File: config.mk
export PLATFORM = sky130hd
export DESIGN_NAME = bus_arb2
export DESIGN_NICKNAME = d
export VERILOG_FILES = /design/src/rtl/bus_arb2_pkg.sv /design/src/rtl/bus_arb2_beat.sv /design/src/rtl/bus_arb2_pick.sv /design/src/rtl/bus_arb2_regs.sv /design/src/rtl/bus_arb2.sv
export SDC_FILE = /design/constraint.sdc
export NUM_CORES = 1
export LEC_CHECK = 0
export ABC_CLOCK_PERIOD_IN_PS = 2900
export BUFFER_PORTS_ARGS = -buffer_cell sky130_fd_sc_hd__buf_2
export CAP_MARGIN = 20
export CORE_AREA = 8 8 45 47
export CTS_CLUSTER_SIZE = 12
export DETAILED_ROUTE_END_ITERATION = 10
export DIE_AREA = 0 0 53 55
export GPL_ROUTABILITY_DRIVEN = 0
export PLACE_DENSITY = 0.34
export SKIP_CTS_REPAIR_TIMING = 1
export SLEW_MARGIN = 10
export SYNTH_ARGS = -nofsm -noshare
export SYNTH_HDL_FRONTEND = slang
export SYNTH_HIERARCHICAL = 1
export SYNTH_SLANG_ARGS = --single-unit
File: constraint.sdc
create_clock -name clk -period 2.9 [get_ports clk]
set_clock_uncertainty 0.15 [all_clocks]
set_input_delay 0 -clock clk [delete_from_list [all_inputs] [get_ports clk]]
set_output_delay 0 -clock clk [all_outputs]
set_load 0.02 [all_outputs]
File: src/rtl/bus_arb2_pkg.sv
package bus_arb2_pkg;

  // Owner code: one bit per master, bit 0 processor, bit 1 bridge.
  localparam int unsigned OWN_W = 2;

  typedef enum logic [OWN_W-1:0] {
    OWN_NONE = 2'b00,
    OWN_CPU  = 2'b01,
    OWN_BRG  = 2'b10
  } owner_e;

endpackage

File: src/rtl/bus_arb2_beat.sv
// Classifies what one master is doing on the bus in the current cycle.
module bus_arb2_beat (
  input  logic gnt,
  input  logic req,
  input  logic last,
  output logic beat,
  output logic hold
);

  always_comb begin
    beat = gnt & req;
    hold = beat & ~last;
  end

endmodule

File: src/rtl/bus_arb2_pick.sv
// Next-cycle owner decision, evaluated alongside the current beat.
module bus_arb2_pick
  import bus_arb2_pkg::*;
(
  input  logic   idle_done,
  input  logic   cpu_hold,
  input  logic   brg_hold,
  input  logic   brg_req,
  input  logic   brg_gnt,
  output owner_e own_nxt,
  output logic   busy_nxt
);

  always_comb begin
    busy_nxt = cpu_hold | brg_hold;
    if (!idle_done) begin
      own_nxt = OWN_NONE;
    end else if (cpu_hold) begin
      own_nxt = OWN_CPU;
    end else if (brg_hold) begin
      own_nxt = OWN_BRG;
    end else if (brg_req && !brg_gnt) begin
      own_nxt = OWN_BRG;
    end else begin
      own_nxt = OWN_CPU;
    end
    if (!idle_done) begin
      busy_nxt = 1'b0;
    end
  end

endmodule

File: src/rtl/bus_arb2_regs.sv
// State flops: owner code, grant flops, lock flag and post-reset idle counter.
module bus_arb2_regs
  import bus_arb2_pkg::*;
#(
  parameter int unsigned RESET_IDLE = 1
) (
  input  logic   clk,
  input  logic   rst_n,
  input  owner_e own_nxt,
  input  logic   busy_nxt,
  output logic   idle_done,
  output logic   cpu_gnt,
  output logic   brg_gnt,
  output logic   bus_busy,
  output owner_e own_q
);

  localparam int unsigned CNT_W    = (RESET_IDLE < 2) ? 1 : $clog2(RESET_IDLE);
  localparam int unsigned CNT_LAST = (RESET_IDLE < 1) ? 0 : RESET_IDLE - 1;

  logic [CNT_W-1:0] cnt_q;
  logic [CNT_W-1:0] cnt_d;
  logic             cnt_en;

  always_comb begin
    idle_done = (cnt_q == CNT_W'(CNT_LAST));
    cnt_en    = ~idle_done;
    cnt_d     = cnt_q + CNT_W'(1);
  end

  always_ff @(posedge clk or negedge rst_n) begin
    if (!rst_n) begin
      cnt_q <= '0;
    end else if (cnt_en) begin
      cnt_q <= cnt_d;
    end
  end

  always_ff @(posedge clk or negedge rst_n) begin
    if (!rst_n) begin
      own_q    <= OWN_NONE;
      cpu_gnt  <= 1'b0;
      brg_gnt  <= 1'b0;
      bus_busy <= 1'b0;
    end else begin
      own_q    <= own_nxt;
      cpu_gnt  <= (own_nxt == OWN_CPU);
      brg_gnt  <= (own_nxt == OWN_BRG);
      bus_busy <= busy_nxt;
    end
  end

endmodule

File: src/rtl/bus_arb2.sv
module bus_arb2
  import bus_arb2_pkg::*;
#(
  parameter int unsigned RESET_IDLE = 1
) (
  input  logic             clk,
  input  logic             rst_n,
  input  logic             cpu_req,
  input  logic             cpu_last,
  input  logic             brg_req,
  input  logic             brg_last,
  output logic             cpu_gnt,
  output logic             brg_gnt,
  output logic             bus_busy,
  output logic [OWN_W-1:0] bus_owner
);

  localparam int unsigned NODES = 2;

  logic [NODES-1:0] gnt_v;
  logic [NODES-1:0] req_v;
  logic [NODES-1:0] last_v;
  logic [NODES-1:0] beat_v;
  logic [NODES-1:0] hold_v;
  logic             idle_done;
  logic             busy_nxt;
  owner_e           own_nxt;
  owner_e           own_q;

  always_comb begin
    gnt_v  = {brg_gnt, cpu_gnt};
    req_v  = {brg_req, cpu_req};
    last_v = {brg_last, cpu_last};
  end

  for (genvar n = 0; n < NODES; n++) begin : g_node
    bus_arb2_beat u_beat (
      .gnt  (gnt_v[n]),
      .req  (req_v[n]),
      .last (last_v[n]),
      .beat (beat_v[n]),
      .hold (hold_v[n])
    );
  end

  bus_arb2_pick u_pick (
    .idle_done (idle_done),
    .cpu_hold  (hold_v[0]),
    .brg_hold  (hold_v[1]),
    .brg_req   (brg_req),
    .brg_gnt   (brg_gnt),
    .own_nxt   (own_nxt),
    .busy_nxt  (busy_nxt)
  );

  bus_arb2_regs #(.RESET_IDLE(RESET_IDLE)) u_regs (
    .clk       (clk),
    .rst_n     (rst_n),
    .own_nxt   (own_nxt),
    .busy_nxt  (busy_nxt),
    .idle_done (idle_done),
    .cpu_gnt   (cpu_gnt),
    .brg_gnt   (brg_gnt),
    .bus_busy  (bus_busy),
    .own_q     (own_q)
  );

  assign bus_owner = own_q;

endmodule

==> impl_metrics.env <==
export IMPL_syn_cell_area_um2=220
export IMPL_detail_route_wirelength_um=473
export IMPL_total_switching_power_mw=0.0420
export IMPL_timing_setup_tns_ns=0
export IMPL_fin_nets=41
export IMPL_post_place_cells=44
export IMPL_io_buffers=10
export IMPL_largest_net_degree_at_the_start_of_global_routing=6
export IMPL_final_cell_mix="buf_2, dfrtp_1, clkbuf_4"
export IMPL_reg2reg_depth=4
export IMPL_num_fill_cells=160
export IMPL_cts_htree_levels=1
export IMPL_worst_ep_required_time_ns=2.88
export IMPL_leakage_nw=0.198
export IMPL_setup_viol=0
export IMPL_whs_path_depth=4
export IMPL_antenna_found_initial=0
export IMPL_placeableCoreArea_um2=1380
export IMPL_rows=14
export IMPL_path_class="reg2reg"
export IMPL_clock_sinks=5
export IMPL_layout_area_overhead_vs_synth_pct=49.4
export IMPL_postSynthAreaPerCell_um2=11.6
export IMPL_final_hold_worst_slack_ns=0.0511
export IMPL_die_height_um=55
export IMPL_share_of_final_layout_standard_cells_stronger_than_drive_strength_1_pct=44.1
export IMPL_floorplan_initialDensity_pct=15.9
export IMPL_dr_total_vias=174
export IMPL_power_report_internal_total_mw=0.138
export IMPL_post_layout_nonfiller_instances=50
export IMPL_fmax_ghz=0.673
export IMPL_synth_cells=19
export IMPL_cts_buffers_inserted=3
export IMPL_worst_path_max_fanout=3
export IMPL_worst_setup_path_start_kind="flop"
export IMPL_clock_tree_buffer_depth=2
export IMPL_route_detailed_drc=0
export IMPL_clk_pin_slew_ns=0.04
export IMPL_vdd_ir_drop_worst_mv=0.166
export IMPL_clk_latency_ns=0.24
export IMPL_ioPinCount=11
export IMPL_cts_tree="done"
export IMPL_critical_path_capture_point_type="flop"
export IMPL_clock_period_minus_final_worst_setup_slack_ns=1.49
export IMPL_power_density_nw_per_um2=548
export IMPL_status="finished, final reports clean"
export IMPL_yosys_warnings=6
export IMPL_final_report_max_slew_violation_count=0
export IMPL_switching_share_pct=23.3
export IMPL_mappedNetlistNets=25
export IMPL_critical_path_arrival_ns=1.46
export IMPL_grt_pass1_wl_um=786
export IMPL_share_seq_of_total_power_pct=42.2
export IMPL_drv_cap=0
export IMPL_first_global_vias=205
export IMPL_detailedRoute_firstIterationViolations=1
export IMPL_fp_dieArea_um2=2920
export IMPL_grt_util_all_layers_pct=3.89
export IMPL_holdCritPathClass="in2reg"
export IMPL_area_of_the_multi_input_gates_um2=80.1
export IMPL_die_width_um=53
export IMPL_grt_overflow=0
export IMPL_clkPwrFrac_pct=43.1
export IMPL_dr_pass1_iters=2
export IMPL_routedWlPerCell_um=9.46
export IMPL_timing_final_crit_share_pct=51.2
export IMPL_drt_antenna_violating_nets=0
export IMPL_seqCellArea_um2=125
export IMPL_rsz0062_at_grt="false"
export IMPL_diodes=0
export IMPL_root_buffer="clkbuf_4"
export IMPL_power_combinational_fraction_pct=14.7
export IMPL_route_detailed_vias_per_inst=3.48
export IMPL_final_common_cell="buf_2"
export IMPL_final_hold_viol_count=0
==> metal layers <==
metal  GRT usage (%)  part of all wire [%]
met5               0                     0
met4            2.59                     0
met3            3.48                    13
met2            6.45                    53
met1            2.90                    34
==> flip-flops by register name (all words and copies together) (netlist names) <==
signal,count
u_regs/own_q,2
u_regs/bus_busy,1
u_regs/cpu_gnt,1
u_regs/brg_gnt,1
==> worst paths after layout <==
check	start	slack [ns]	to
max	u_regs/brg_gnt	1.41	u_regs/brg_gnt
min	brg_last	0.05	u_regs/bus_busy
max reg2reg	u_regs/brg_gnt	1.41	u_regs/brg_gnt
min reg2reg	u_regs/brg_gnt	0.55	u_regs/own_q[1]
max in group asynchronous	rst_n	1.88	u_regs/own_q[0]
min in group asynchronous	rst_n	0.53	u_regs/own_q[1]
==> layout make-up <==
type                            instances  share of cell area (%)
Sequential cell                         5                    38.0
Multi-Input combinational cell         11                    24.3
Timing Repair Buffer                   12                    21.3
Clock buffer                            4                    7.98
Tap cell                               16                    6.08
Inverter                                2                    2.28
==> through the flow <==
stage | util (%) | setup WS, ns | instance area [um^2] | total power, mW
finish | 23.8 | 1.41 | 329 | 0.180
global route | 23.8 | 1.32 | 329 | 0.193
CTS | 22.3 | 1.40 | 309 | 0.184
detailed placement | 20.4 | 1.41 | 283 | 0.102
global placement | 20.4 | 1.43 | 283 | 0.102
floorplan | - | 1.38 | 220 | 0.0923
==> critical path, cell delays in order, from the launching register on <==
cell	delay [ns]
dfrtp_1	0.38
and3b_1	0.19
and2b_1	0.16
a211oi_2	0.25
and2b_2	0.24
==> power groups by stage <==
stage	logic, mW	registers, mW	clock network, mW
floorplan	0.00913	0.0831	0
global placement	0.0248	0.0771	0
detailed placement	0.0249	0.0769	0
CTS	0.0250	0.0761	0.0826
global route	0.0292	0.0766	0.0876
finish	0.0265	0.0761	0.0777
Note: power is estimated with default switching activity, not from simulation.
